**config.mk**
```make
export PLATFORM = sky130hd
export DESIGN_NAME = state_restore_seq
export DESIGN_NICKNAME = d
export VERILOG_FILES = /design/src/rtl/srs_pkg.sv /design/src/rtl/srs_fetch_ctrl.sv /design/src/rtl/srs_field_reg.sv /design/src/rtl/srs_entry_reg.sv /design/src/rtl/state_restore_seq.sv
export SDC_FILE = /design/constraint.sdc
export NUM_CORES = 1
export LEC_CHECK = 0
export BUFFER_PORTS_ARGS = -buffer_cell sky130_fd_sc_hd__buf_4
export CORE_AREA = 2 2 268 270
export CTS_CLUSTER_SIZE = 24
export DETAILED_ROUTE_END_ITERATION = 12
export DIE_AREA = 0 0 270 272
export PLACE_DENSITY_LB_ADDON = 0.1
export SLEW_MARGIN = 20
export SYNTH_ARGS = -nofsm -noshare
export SYNTH_HDL_FRONTEND = slang
export SYNTH_SLANG_ARGS = --single-unit
```
**constraint.sdc**
```tcl
create_clock -name clk -period 2.97 [get_ports clk]
set_input_delay 0.594 -clock clk [delete_from_list [all_inputs] [get_ports clk]]
set_output_delay 0.594 -clock clk [all_outputs]
set_load 0.02 [all_outputs]
```
**src/rtl/srs_pkg.sv**
```systemverilog
package srs_pkg;
   localparam int WORD_W      = 16;
   localparam int BASE_W      = 24;
   localparam int ACC_W       = 8;
   localparam int NUM_GPR     = 8;
   localparam int NUM_SEGSEL  = 4;
   localparam int NUM_SEL     = NUM_SEGSEL + 2;
   localparam int NUM_CACHE   = 6;
   localparam int ENTRY_WORDS = 3;

   localparam int W_MSW    = 0;
   localparam int RSV_WORDS = 10;
   localparam int W_TSEL   = W_MSW + 1 + RSV_WORDS;
   localparam int W_FLAGS  = W_TSEL + 1;
   localparam int W_IP     = W_FLAGS + 1;
   localparam int W_LSEL   = W_IP + 1;
   localparam int W_SEL0   = W_LSEL + 1;
   localparam int W_GPR0   = W_SEL0 + NUM_SEGSEL;
   localparam int W_CACHE0 = W_GPR0 + NUM_GPR;
   localparam int W_GDT    = W_CACHE0 + NUM_CACHE * ENTRY_WORDS;
   localparam int W_IDT    = W_GDT + ENTRY_WORDS;
   localparam int TABLE_WORDS = W_IDT + ENTRY_WORDS;

   // Word index feeding selector slot s: segment slots, then local, then task.
   function automatic int sel_word(input int s);
      if (s < NUM_SEGSEL)       return W_SEL0 + s;
      else if (s == NUM_SEGSEL) return W_LSEL;
      else                      return W_TSEL;
   endfunction
endpackage

```
**src/rtl/srs_fetch_ctrl.sv**
```systemverilog
module srs_fetch_ctrl #(
   parameter int ADDR_W      = 24,
   parameter int TABLE_BASE  = 'h800,
   parameter int TABLE_WORDS = 51,
   localparam int IDX_W      = $clog2(TABLE_WORDS)
) (
   input  logic              clk,
   input  logic              rst_n,
   input  logic              start_i,
   input  logic [1:0]        cpl_i,
   input  logic              ready_i,
   output logic              busy_o,
   output logic              done_o,
   output logic              fault_o,
   output logic              wr_en_o,
   output logic [IDX_W-1:0]  idx_o,
   output logic [ADDR_W-1:0] addr_o
);
   localparam logic [IDX_W-1:0] LAST_IDX = IDX_W'(TABLE_WORDS - 1);

   if (TABLE_BASE % 2 != 0) begin : g_bad_align
      $error("table base must be word aligned");
   end
   if (TABLE_BASE + 2 * TABLE_WORDS > 2 ** ADDR_W) begin : g_bad_span
      $error("table does not fit the address space");
   end

   logic [IDX_W-1:0] idx_q;

   always_ff @(posedge clk or negedge rst_n) begin
      if (!rst_n) begin
         busy_o  <= 1'b0;
         done_o  <= 1'b0;
         fault_o <= 1'b0;
         idx_q   <= '0;
      end else begin
         done_o  <= 1'b0;
         fault_o <= 1'b0;
         if (!busy_o) begin
            if (start_i) begin
               if (cpl_i == 2'd0) begin
                  busy_o <= 1'b1;
                  idx_q  <= '0;
               end else begin
                  fault_o <= 1'b1;
               end
            end
         end else if (ready_i) begin
            if (idx_q == LAST_IDX) begin
               busy_o <= 1'b0;
               done_o <= 1'b1;
               idx_q  <= '0;
            end else begin
               idx_q <= idx_q + 1'b1;
            end
         end
      end
   end

   assign wr_en_o = busy_o && ready_i;
   assign idx_o   = idx_q;
   assign addr_o  = ADDR_W'(TABLE_BASE) + ADDR_W'({idx_q, 1'b0});
endmodule

```
**src/rtl/srs_field_reg.sv**
```systemverilog
module srs_field_reg #(
   parameter int W     = 16,
   parameter int IDX_W = 6,
   parameter int MATCH = 0
) (
   input  logic             clk,
   input  logic             rst_n,
   input  logic             wr_en_i,
   input  logic [IDX_W-1:0] idx_i,
   input  logic [W-1:0]     data_i,
   output logic [W-1:0]     q_o
);
   if (MATCH >= 2 ** IDX_W) begin : g_bad_match
      $error("field index out of range");
   end

   always_ff @(posedge clk or negedge rst_n) begin
      if (!rst_n)
         q_o <= '0;
      else if (wr_en_i && idx_i == IDX_W'(MATCH))
         q_o <= data_i;
   end
endmodule

```
**src/rtl/srs_entry_reg.sv**
```systemverilog
module srs_entry_reg #(
   parameter int IDX_W = 6,
   parameter int FIRST = 0,
   parameter int WORD_W = 16,
   parameter int BASE_W = 24
) (
   input  logic              clk,
   input  logic              rst_n,
   input  logic              wr_en_i,
   input  logic [IDX_W-1:0]  idx_i,
   input  logic [WORD_W-1:0] word_i,
   output logic [BASE_W-1:0] base_o,
   output logic [WORD_W-1:0] lim_o
);
   localparam int HI_W = BASE_W - WORD_W;

   if (HI_W <= 0 || HI_W > WORD_W) begin : g_bad_width
      $error("base must span one to two words");
   end

   always_ff @(posedge clk or negedge rst_n) begin
      if (!rst_n) begin
         base_o <= '0;
         lim_o  <= '0;
      end else if (wr_en_i) begin
         if (idx_i == IDX_W'(FIRST))
            base_o[WORD_W-1:0] <= word_i;
         if (idx_i == IDX_W'(FIRST + 1))
            base_o[BASE_W-1:WORD_W] <= word_i[HI_W-1:0];
         if (idx_i == IDX_W'(FIRST + 2))
            lim_o <= word_i;
      end
   end
endmodule

```
**src/rtl/state_restore_seq.sv**
```systemverilog
module state_restore_seq
   import srs_pkg::*;
#(
   parameter int ADDR_W     = 24,
   parameter int TABLE_BASE = 'h800
) (
   input  logic                          clk,
   input  logic                          rst_n,
   input  logic                          start_i,
   input  logic [1:0]                    cpl_i,
   output logic                          mem_req_o,
   output logic [ADDR_W-1:0]             mem_addr_o,
   input  logic                          mem_ready_i,
   input  logic [WORD_W-1:0]             mem_rdata_i,
   output logic                          busy_o,
   output logic                          done_o,
   output logic                          fault_o,
   output logic [WORD_W-1:0]             msw_o,
   output logic [WORD_W-1:0]             flags_o,
   output logic [WORD_W-1:0]             ip_o,
   output logic [NUM_GPR*WORD_W-1:0]     gpr_o,
   output logic [NUM_SEL*WORD_W-1:0]     sel_o,
   output logic [NUM_CACHE*BASE_W-1:0]   cache_base_o,
   output logic [NUM_CACHE*ACC_W-1:0]    cache_acc_o,
   output logic [NUM_CACHE*WORD_W-1:0]   cache_lim_o,
   output logic [BASE_W-1:0]             gdt_base_o,
   output logic [WORD_W-1:0]             gdt_lim_o,
   output logic [BASE_W-1:0]             idt_base_o,
   output logic [WORD_W-1:0]             idt_lim_o
);
   localparam int IDX_W = $clog2(TABLE_WORDS);

   if (ACC_W + (BASE_W - WORD_W) != WORD_W) begin : g_bad_pack
      $error("access byte and upper base must share one word");
   end

   logic             wr_en;
   logic [IDX_W-1:0] idx;

   srs_fetch_ctrl #(
      .ADDR_W(ADDR_W), .TABLE_BASE(TABLE_BASE), .TABLE_WORDS(TABLE_WORDS)
   ) u_ctrl (
      .clk(clk), .rst_n(rst_n), .start_i(start_i), .cpl_i(cpl_i),
      .ready_i(mem_ready_i), .busy_o(busy_o), .done_o(done_o),
      .fault_o(fault_o), .wr_en_o(wr_en), .idx_o(idx), .addr_o(mem_addr_o)
   );

   assign mem_req_o = busy_o;

   srs_field_reg #(.W(WORD_W), .IDX_W(IDX_W), .MATCH(W_MSW)) u_msw (
      .clk(clk), .rst_n(rst_n), .wr_en_i(wr_en), .idx_i(idx),
      .data_i(mem_rdata_i), .q_o(msw_o));
   srs_field_reg #(.W(WORD_W), .IDX_W(IDX_W), .MATCH(W_FLAGS)) u_flags (
      .clk(clk), .rst_n(rst_n), .wr_en_i(wr_en), .idx_i(idx),
      .data_i(mem_rdata_i), .q_o(flags_o));
   srs_field_reg #(.W(WORD_W), .IDX_W(IDX_W), .MATCH(W_IP)) u_ip (
      .clk(clk), .rst_n(rst_n), .wr_en_i(wr_en), .idx_i(idx),
      .data_i(mem_rdata_i), .q_o(ip_o));

   for (genvar g = 0; g < NUM_GPR; g++) begin : g_gpr
      srs_field_reg #(.W(WORD_W), .IDX_W(IDX_W), .MATCH(W_GPR0 + g)) u_r (
         .clk(clk), .rst_n(rst_n), .wr_en_i(wr_en), .idx_i(idx),
         .data_i(mem_rdata_i), .q_o(gpr_o[g*WORD_W +: WORD_W]));
   end

   for (genvar s = 0; s < NUM_SEL; s++) begin : g_sel
      srs_field_reg #(.W(WORD_W), .IDX_W(IDX_W), .MATCH(sel_word(s))) u_r (
         .clk(clk), .rst_n(rst_n), .wr_en_i(wr_en), .idx_i(idx),
         .data_i(mem_rdata_i), .q_o(sel_o[s*WORD_W +: WORD_W]));
   end

   for (genvar c = 0; c < NUM_CACHE; c++) begin : g_cache
      localparam int FIRST = W_CACHE0 + c * ENTRY_WORDS;
      srs_entry_reg #(.IDX_W(IDX_W), .FIRST(FIRST), .WORD_W(WORD_W), .BASE_W(BASE_W)) u_ent (
         .clk(clk), .rst_n(rst_n), .wr_en_i(wr_en), .idx_i(idx),
         .word_i(mem_rdata_i),
         .base_o(cache_base_o[c*BASE_W +: BASE_W]),
         .lim_o(cache_lim_o[c*WORD_W +: WORD_W]));
      srs_field_reg #(.W(ACC_W), .IDX_W(IDX_W), .MATCH(FIRST + 1)) u_acc (
         .clk(clk), .rst_n(rst_n), .wr_en_i(wr_en), .idx_i(idx),
         .data_i(mem_rdata_i[WORD_W-1 -: ACC_W]),
         .q_o(cache_acc_o[c*ACC_W +: ACC_W]));
   end

   srs_entry_reg #(.IDX_W(IDX_W), .FIRST(W_GDT), .WORD_W(WORD_W), .BASE_W(BASE_W)) u_gdt (
      .clk(clk), .rst_n(rst_n), .wr_en_i(wr_en), .idx_i(idx),
      .word_i(mem_rdata_i), .base_o(gdt_base_o), .lim_o(gdt_lim_o));
   srs_entry_reg #(.IDX_W(IDX_W), .FIRST(W_IDT), .WORD_W(WORD_W), .BASE_W(BASE_W)) u_idt (
      .clk(clk), .rst_n(rst_n), .wr_en_i(wr_en), .idx_i(idx),
      .word_i(mem_rdata_i), .base_o(idt_base_o), .lim_o(idt_lim_o));
endmodule

```
==> flow_summary.yaml, run 1 <==
clock_tree:
  root_buffer: "clkbuf_16"
  cts_resized: 0
  ctsHtreeMaxLevel: 3
  cts_buffers: 73
  cts_sinks: 649
  worst_skew_pair.late_latency_ns: 0.60
  cts.clk_slew.worst_paths_ns: 0.06
  tritoncts: "done"
  cts_buffer_depth: 3
  cts_hold_buf: 1
  cts_setup_buffers: 0
critical_path:
  start_kind: "flip-flop"
  crit_path_end_kind: "flip-flop"
  cp-startpoint: "u_ctrl.idx_o[0]$_DFFE_PN0P_"
  crit_path_top_delay_cell: "dfrtp_1"
  critPathRequiredTime_ns: 3.45
  criticalPathCategory: "reg -> reg"
  cp_top_family: "simple AND/OR/NAND/NOR gates"
  cp.arrival_ns: 2.78
  reg2reg_slack_ns: 0.67
  slowest_delay_ns: 0.46
  crit_chain: "inv_1 -> ha_1 -> or3b_1 -> nor2_2 -> buf_4 -> mux2_2"
  cp_num_buf_inv: 2
  worstPathMaxFanout: 17
  r2r_start: "u_ctrl.idx_o[0]$_DFFE_PN0P_"
grt:
  grt_usage: 0.234
  grt_max_degree: 62
  grt_pass1_vias: 16300
  grt_overflow: 0
  grt_pass1_wl_um: 125000
  antenna_found_initial: 3
final_layout:
  stdcell_count: 3225
  layout.nets: 2246
  mostFrequentLayoutCells: "726 x buf_4, 649 x dfrtp_1, 630 x mux2_2, 75 x clkbuf_16, 30 x nand3_1"
  final_common_cell: "buf_4"
  fillers: 6312
  area_growth_pct: 35.2
  drive_gt1_frac: 0.662
timing:
  slew_headroom: 0.531
  fin_crit_ns: 2.30
  setup_viol: 0
  hold_violations: 0
  clock-skew-final_ns: 0.0221
  final.period_utilization: 0.775
  rsz0062_at_grt: "no"
  tightest_slew_ns: 0.704
  slew_violations: 0
  tns_ns: 0
  max_freq_mhz: 435
floorplanning:
  ios: 690
  start_util: 0.350
  fp.dieW_um: 270
  core_area_mm2: 0.0708
  die_h_um: 272
  placementRows: 98
  die_area_mm2: 0.0734
power:
  ir_drop_mv: 0.483
  power_density_mw_per_mm2: 1020
  power_leakage_nw: 17.7
route:
  via_count: 15700
  firstDrtPassIters: 6
  wl_um: 87400
  via_per_inst: 4.86
  drc: 0
  drtIter0Drc: 691
  ant_nets: 0
  wl_per_cell_um: 27.1
yosys:
  synthDistinctLibCells: 38
  syn_avg_cell_area_um2: 16.2
  ys_ff_latch: 649
  netlist_instances: 1529
  seq_area_frac_synth: 0.655
  syn_area_mm2: 0.0248
  ys_warn_count: 0
  synthTopCellsByArea: "dfrtp_1 66%, mux2_2 29%, clkbuf_1 1.0%"
  synth_top_cell_area_share: 0.655
  synth_top_area_cell: "dfrtp_1"
job:
  maxCapViolCount: 0
place:
  numPortBuffers: 671
  dp_hpwl_um: 61000
  routabilityCongestion: 0.813
  placedCellCount: 3094
min_path:
  hp-class: "in -> reg"
  hold_start: "start_i"
status:
  outcome: "completed"
registers in the layout (all words and copies together) (netlist names):
register / cells
u_idt.lim_o: 16
u_gdt.base_o: 24
u_gdt.lim_o: 16
g_cache.u_acc.q_o: 48
u_msw.q_o: 16
u_flags.q_o: 16
u_idt.base_o: 24
u_ip.q_o: 16
u_ctrl.done_o: 1
g_gpr.u_r.q_o: 128
g_cache.u_ent.base_o: 144
g_cache.u_ent.lim_o: 96
u_ctrl.busy_o: 1
g_sel.u_r.q_o: 96
u_ctrl.fault_o: 1
u_ctrl.idx_o: 6
metrics by stage:
| stage | setup WS, ns | cell area [µm²] | util | hold WS (ns) | power [mW] |
|---|---|---|---|---|---|
| finish | 0.669 | 33500 | 0.474 | 0.249 | 34.0 |
| global route | 0.530 | 33500 | 0.474 | 0.220 | 35.5 |
| CTS | 0.669 | 33500 | 0.474 | 0.207 | 34.4 |
| detailed placement | 0.514 | 31100 | 0.440 | 0.494 | 25.3 |
| global placement | 0.614 | 31100 | 0.440 | 0.489 | 25.2 |
| floorplan | 0.667 | 24800 | - | 0.298 | 19.0 |
final cells by class:
| class | count | area, µm² | share of cell area |
|---|---|---|---|
| flip-flops and latches | 649 | 16200 | 0.485 |
| multi-input cells | 751 | 7950 | 0.237 |
| repair buffers | 741 | 5740 | 0.171 |
| clock buffers | 112 | 2170 | 0.0646 |
| well taps | 950 | 1190 | 0.0355 |
| clock inverters | 17 | 204 | 0.00609 |
| inverters | 4 | 15.0 | 0.000448 |
| diodes | 1 | 2.50 | 0.0000747 |
cell families (layout without fill, tap and decap cells):
family / Yosys count / after routing / share of synthesized area
buf+inv: 145 / 874 / 0.0281
mux: 641 / 641 / 0.293
flops: 649 / 649 / 0.655
other cells: 2 / 19 / 0.000303
fa+ha+maj: 4 / 4 / 0.00202
compound gates: 13 / 13 / 0.00358
simple gates: 75 / 75 / 0.0181
synthesized netlist by cell type (all sizes together):
master	count
inv	4
or3b	1
o2bb2ai	3
clkbuf	69
o2111ai	1
and4b	2
or2	1
conb	2
nand4	1
and2	1
nand3	30
o211ai	1
or4b	2
nor2	17
mux2	640
mux2i	1
o22ai	1
buf	72
nor2b	3
o211a	1
nor4b	3
o21ai	6
nand4b	2
nand4bb	1
dfrtp	649
nand2	5
nand3b	2
nor3b	1
nor3	1
ha	4
or3	1
or4	1
power breakdown:
| part | switching, mW | internal (mW) |
|---|---|---|
| registers | 1.53 | 11.5 |
| clock network | 3.61 | 5.37 |
| logic | 6.69 | 5.39 |
path summary, 6_finish.rpt:
check                                                   endpoint  depth (start not counted)
worst max-delay path                  u_idt.lim_o[9]$_DFFE_PN0P_                          6
worst min-delay path                    u_ctrl.fault_o$_DFF_PN0_                          2
worst max register to register        u_idt.lim_o[9]$_DFFE_PN0P_                          6
worst min register to register   g_gpr[0].u_r.q_o[5]$_DFFE_PN0P_                          1
max in group asynchronous       g_gpr[7].u_r.q_o[14]$_DFFE_PN0P_                          4
min in group asynchronous        g_gpr[5].u_r.q_o[6]$_DFFE_PN0P_                          2
metal layers:
layer,track usage,part of all wire
met5,0,0.00015
met4,0.0686,0.025
met3,0.0622,0.065
met2,0.401,0.50
met1,0.292,0.41
No activity file was read; power rests on OpenSTA's default activity.
==> run 2, diff against run 1 <==
==> constraint.sdc (replaced) <==
create_clock -name clk -period 2.27 [get_ports clk]
set_input_delay 0.454 -clock clk [delete_from_list [all_inputs] [get_ports clk]]
set_output_delay 0.454 -clock clk [all_outputs]
set_load 0.02 [all_outputs]
==> run 2 against run 1 <==
Die area stayed put; fmax grew 14%; clock skew fell by 0.0015 ns; clock power rose by 30%.
==> flow_summary.yaml, run 2 (synthesis gave the netlist of run 1 again) <==
status:
  outcome: "completed"
route:
  via_count: 15800
  ant_nets: 0
  via_per_inst: 4.89
  wl_per_cell_um: 27.2
  firstDrtPassIters: 4
  wl_um: 88100
  drc: 0
  drtIter0Drc: 769
final_layout:
  mostFrequentLayoutCells: "717 x buf_4, 649 x dfrtp_1, 630 x mux2_2, 76 x clkbuf_16, 37 x buf_12"
  n_antenna_cell: 0
  final_common_cell: "buf_4"
  drive_gt1_frac: 0.666
  fillers: 6333
  layout.nets: 2261
  largest_reg_flops: 144
  top_regs: "g_cache.u_ent.base_o: 144 flops, g_gpr.u_r.q_o: 128 flops"
  seqCellArea_mm2: 0.0162
  area_growth_pct: 36.9
  multi_input_area_mm2: 0.00795
  regMostFlops: "g_cache.u_ent.base_o"
timing:
  final.period_utilization: 0.893
  slew_headroom: 0.514
  fin_crit_ns: 2.03
  hold_violations: 0
  clock-skew-final_ns: 0.0206
  tns_ns: 0
  setup_viol: 0
  max_freq_mhz: 493
  rsz0062_at_grt: "no"
  slew_violations: 0
  tightest_slew_ns: 0.727
  layout_setup_ws_ns: 0.243
grt:
  antenna_found_initial: 4
  grt_pass1_vias: 16700
  grt_overflow: 0
  grt_pass1_wl_um: 127000
  grt_usage: 0.238
  grt_max_degree: 73
floorplanning:
  die_h_um: 272
  core_area_mm2: 0.0708
  die_area_mm2: 0.0734
  start_util: 0.350
  fp.dieW_um: 270
  ios: 690
  placementRows: 98
power:
  ir_drop_mv: 0.678
  power_leakage_nw: 17.9
  power_density_mw_per_mm2: 1320
clock_tree:
  root_buffer: "clkbuf_16"
  cts_hold_buf: 1
  cts_buffer_depth: 3
  cts_buffers: 73
  cts_resized: 0
  cts.clk_slew.worst_paths_ns: 0.06
  worst_skew_pair.late_latency_ns: 0.61
  tritoncts: "done"
  cts_setup_buffers: 0
  ctsHtreeMaxLevel: 3
  cts_sinks: 649
place:
  dp_hpwl_um: 61500
  routabilityCongestion: 0.780
  place_ws_ns: 0.265
  numPortBuffers: 671
critical_path:
  crit_chain: "inv_1 -> ha_1 -> buf_4 -> nor3b_1 -> buf_4 -> nand2_1 -> buf_12 -> mux2_2"
  cp_num_buf_inv: 4
  cp.arrival_ns: 2.51
  slowest_delay_ns: 0.41
  start_kind: "flip-flop"
  cp_top_family: "buffers and inverters"
  crit_path_top_delay_cell: "dfrtp_1"
  crit_path_end_kind: "flip-flop"
  criticalPathCategory: "reg -> reg"
  crit_top_cell: "buf_4"
  critPathRequiredTime_ns: 2.76
  worstPathMaxFanout: 16
job:
  maxCapViolCount: 0
min_path:
  hp-class: "in -> reg"
[run 2: cell count changes in the layout (fill, tap and decap cells not counted), sizes merged, moves of 2 or more]
cell      change
clkinvlp      +2
inv           -2
clkbuf        -3
clkinv        +2
buf          +15
bufinv        -2
[run 2: worst paths after layout]
check | start | endpoint | slack (ns) | depth (start not counted)
max | u_ctrl.idx_o[0]$_DFFE_PN0P_ | g_cache[2].u_acc.q_o[4]$_DFFE_PN0P_ | 0.24 | 8
min | cpl_i[0] | u_ctrl.fault_o$_DFF_PN0_ | 0.09 | 2
max reg2reg | u_ctrl.idx_o[0]$_DFFE_PN0P_ | g_cache[2].u_acc.q_o[4]$_DFFE_PN0P_ | 0.24 | 8
min reg2reg | g_sel[1].u_r.q_o[4]$_DFFE_PN0P_ | g_sel[1].u_r.q_o[4]$_DFFE_PN0P_ | 0.50 | 1
max in group asynchronous | rst_n | g_cache[5].u_ent.base_o[12]$_DFFE_PN0P_ | 0.87 | 3
min in group asynchronous | rst_n | g_gpr[5].u_r.q_o[11]$_DFFE_PN0P_ | 0.37 | 2
[run 2: power by group]
part | internal, mW | switching, mW | leakage, nW
Clock | 6.90 | 4.78 | 1.17
Sequential | 15.0 | 2.02 | 8.80
Combinational | 7.18 | 8.97 | 7.95
[run 2: layout make-up]
class	instances	share of cell area
inverters	4	0.000443
multi-input cells	751	0.234
repair buffers	756	0.181
flip-flops and latches	649	0.479
clock inverters	17	0.00568
clock buffers	109	0.0644
well taps	950	0.0350
[run 2: per-stage QoR]
step | cell area, µm² | std cells | utilization | hold WS [ns] | total power [mW]
2_1_floorplan | 24900 | 1545 | - | 0.158 | 24.9
3_3_place_gp | 31500 | 3109 | 0.446 | 0.391 | 33.3
3_5_place_dp | 31500 | 3109 | 0.446 | 0.394 | 33.5
4_1_cts | 33900 | 3236 | 0.479 | 0.0567 | 45.4
5_1_grt | 33900 | 3236 | 0.479 | 0.0740 | 46.8
6_report | 33900 | 3236 | 0.479 | 0.0921 | 44.8
[run 2: worst reg2reg max path, stage by stage, from the launching register on]
cell	delay [ns]
dfrtp_1	0.41
inv_1	0.10
ha_1	0.18
buf_4	0.19
nor3b_1	0.26
buf_4	0.16
nand2_1	0.12
buf_12	0.22
mux2_2	0.28
[run 2: layer usage]
| metal | global-route usage | wire length [µm] | up-vias |
|---|---|---|---|
| met5 | 0 | 0 | - |
| met4 | 0.0750 | 2520 | 0 |
| met3 | 0.0762 | 6550 | 105 |
| met2 | 0.403 | 43800 | 514 |
| met1 | 0.289 | 35200 | 8440 |
| li1 | - | - | 6753 |
==> run 3, diff against run 2 <==
--- a/config.mk
+++ b/config.mk
@@ -7,10 +7,11 @@
 export LEC_CHECK = 0
 export BUFFER_PORTS_ARGS = -buffer_cell sky130_fd_sc_hd__buf_4
 export CORE_AREA = 2 2 268 270
-export CTS_CLUSTER_SIZE = 24
+export CTS_CLUSTER_SIZE = 40
 export DETAILED_ROUTE_END_ITERATION = 12
 export DIE_AREA = 0 0 270 272
 export PLACE_DENSITY_LB_ADDON = 0.1
+export RECOVER_POWER = 50
 export SLEW_MARGIN = 20
 export SYNTH_ARGS = -nofsm -noshare
 export SYNTH_HDL_FRONTEND = slang
==> constraint.sdc (replaced) <==
create_clock -name clk -period 2.2 [get_ports clk]
set_input_delay 0.44 -clock clk [delete_from_list [all_inputs] [get_ports clk]]
set_output_delay 0.44 -clock clk [all_outputs]
set_load 0.02 [all_outputs]
==> run 3 against run 2 <==
Clock-buffer cell count unchanged; sequential power increased by 2%; non-clock buffer count increased by 1; flip-flop and latch count unchanged; worst hold slack improved by 0.0014 ns; fmax decreased by 1.5%; critical path type unchanged; largest power group unchanged.
==> flow_summary.yaml, run 3 (synthesis gave the netlist of run 1 again) <==
job:
  maxCapViolCount: 0
final_layout:
  seqCellArea_mm2: 0.0162
  regMostFlops: "g_cache.u_ent.base_o"
  layout.nets: 2261
  fillers: 6586
  mostFrequentLayoutCells: "649 x dfrtp_1, 630 x mux2_2, 380 x buf_4, 348 x clkbuf_1, 74 x clkbuf_16"
  area_growth_pct: 31.9
  drive_gt1_frac: 0.522
  final_common_cell: "dfrtp_1"
  top_regs: "g_cache.u_ent.base_o: 144 flops, g_gpr.u_r.q_o: 128 flops"
  stdcell_count: 3241
  largest_reg_flops: 144
  multi_input_area_mm2: 0.00795
  design_area_mm2: 0.0327
min_path:
  hp-class: "in -> reg"
timing:
  fin_crit_ns: 2.06
  clock-skew-final_ns: 0.0237
  setup_viol: 0
  rsz0062_at_grt: "no"
  tightest_slew_ns: 1.14
  max_freq_mhz: 486
  slew_headroom: 0.239
  tns_ns: 0
  final.period_utilization: 0.935
  hold_violations: 0
  slew_violations: 0
place:
  numPortBuffers: 671
  dp_hpwl_um: 61300
  placed_cell_area_mm2: 0.0316
  placedCellCount: 3110
  routabilityCongestion: 0.812
floorplanning:
  fp.dieW_um: 270
  placementRows: 98
  die_area_mm2: 0.0734
  start_util: 0.350
  ios: 690
  die_h_um: 272
  core_area_mm2: 0.0708
critical_path:
  cp.arrival_ns: 2.54
  cp_top_family: "simple AND/OR/NAND/NOR gates"
  r2r_cells: 6
  slowest_delay_ns: 0.50
  crit_path_end_kind: "flip-flop"
  reg2reg_slack_ns: 0.14
  critPathRequiredTime_ns: 2.69
  criticalPathCategory: "reg -> reg"
  r2r-end: "u_idt.lim_o[8]$_DFFE_PN0P_"
  path_depth: 6
  cp_num_buf_inv: 2
  start_kind: "flip-flop"
  cp-startpoint: "u_ctrl.idx_o[0]$_DFFE_PN0P_"
  worstPathMaxFanout: 17
  crit_chain: "inv_1 -> ha_1 -> or3b_1 -> nor2_4 -> buf_12 -> mux2_2"
  crit_end: "u_idt.lim_o[8]$_DFFE_PN0P_"
  r2r_start: "u_ctrl.idx_o[0]$_DFFE_PN0P_"
  crit_path_top_delay_cell: "or3b_1"
route:
  ant_nets: 0
  firstDrtPassIters: 4
  drtIter0Drc: 777
  wl_per_cell_um: 27.0
  via_count: 15700
  wl_um: 87400
  drc: 0
  via_per_inst: 4.83
clock_tree:
  root_buffer: "clkbuf_16"
  cts_buffers: 72
  worst_skew_pair.late_latency_ns: 0.62
  cts_buffer_depth: 3
  cts_setup_buffers: 0
  cts.clk_slew.worst_paths_ns: 0.06
  ctsHtreeMaxLevel: 3
  tritoncts: "done"
  cts_sinks: 649
grt:
  grt_usage: 0.235
  grt_overflow: 0
  grt_max_degree: 84
  grt_pass1_vias: 16500
  antenna_found_initial: 0
  grt_pass1_wl_um: 125000
status:
  outcome: "completed"
power:
  power_leakage_nw: 16.6
  power_density_mw_per_mm2: 1370
  ir_drop_mv: 0.816
## run 3: cell count changes in the layout (fill, tap and decap cells not counted)
cell	delta
buf_12	-4
buf_4	-337
bufinv_16	+3
clkbuf_1	+331
clkbuf_16	-2
clkbuf_2	+9
clkbuf_4	+3
clkbuf_8	+1
clkinv_16	+1
clkinv_2	+1
clkinv_4	-1
clkinv_8	-1
diode_2	+1
## run 3: routing by layer
metal	vias up	global-route usage	part of all wire
met2	498	0.402	0.50
met1	8307	0.283	0.40
li1	6764	-	-
met4	0	0.0678	0.026
met3	94	0.0760	0.077
met5	-	0	0
## run 3: what timing repair did
| action | 4_1_cts | 5_1_grt |
|---|---|---|
| hold buffers | 1 | 0 |
| gates resized for setup | 0 | 0 |
| endpoints found under the hold margin | 27 | 0 |
## run 3: worst register-to-register path, cell delays in order, from the launching register on
cell	delay, ns
dfrtp_1	0.37
inv_1	0.08
ha_1	0.28
or3b_1	0.50
nor2_4	0.17
buf_12	0.18
mux2_2	0.36
## run 3: per-stage QoR
step            util  power (mW)  worst slack (ns)  hold slack, ns
2_1_floorplan      -        25.7           -0.0142           0.144
3_3_place_gp   0.447        34.2             0.198           0.429
3_5_place_dp   0.447        34.5             0.160           0.441
4_1_cts        0.481        47.0             0.148          0.0503
5_1_grt        0.462        46.9            0.0658          0.0627
6_report       0.462        44.9             0.142          0.0934
## run 3: final cells by class
cell class / instances / area share
Tap cell: 950 / 0.0364
Clock inverter: 20 / 0.00896
Clock buffer: 109 / 0.0659
Multi-Input combinational cell: 751 / 0.243
Sequential cell: 649 / 0.497
Antenna cell: 1 / 0.0000766
Inverter: 4 / 0.000459
Timing Repair Buffer: 757 / 0.148
## run 3: worst min path at each step
stage / startpoint / slack (ns) / endpoint / cells past startpoint
after floorplan: rst_n / 0.14 / g_cache[0].u_acc.q_o[0]$_DFFE_PN0P_ / 0
after global placement: rst_n / 0.43 / g_cache[4].u_acc.q_o[5]$_DFFE_PN0P_ / 1
after detailed placement: rst_n / 0.44 / g_cache[2].u_acc.q_o[3]$_DFFE_PN0P_ / 1
after CTS: cpl_i[0] / 0.05 / u_ctrl.fault_o$_DFF_PN0_ / 2
after global routing: start_i / 0.06 / u_ctrl.fault_o$_DFF_PN0_ / 2
final: cpl_i[0] / 0.09 / u_ctrl.fault_o$_DFF_PN0_ / 2
## run 3: where the power goes
part	internal (mW)	switching (mW)	leakage, nW	total, mW
logic	5.91	9.23	6.56	15.1
clock network	7.39	4.95	1.20	12.3
registers	15.5	1.95	8.80	17.4
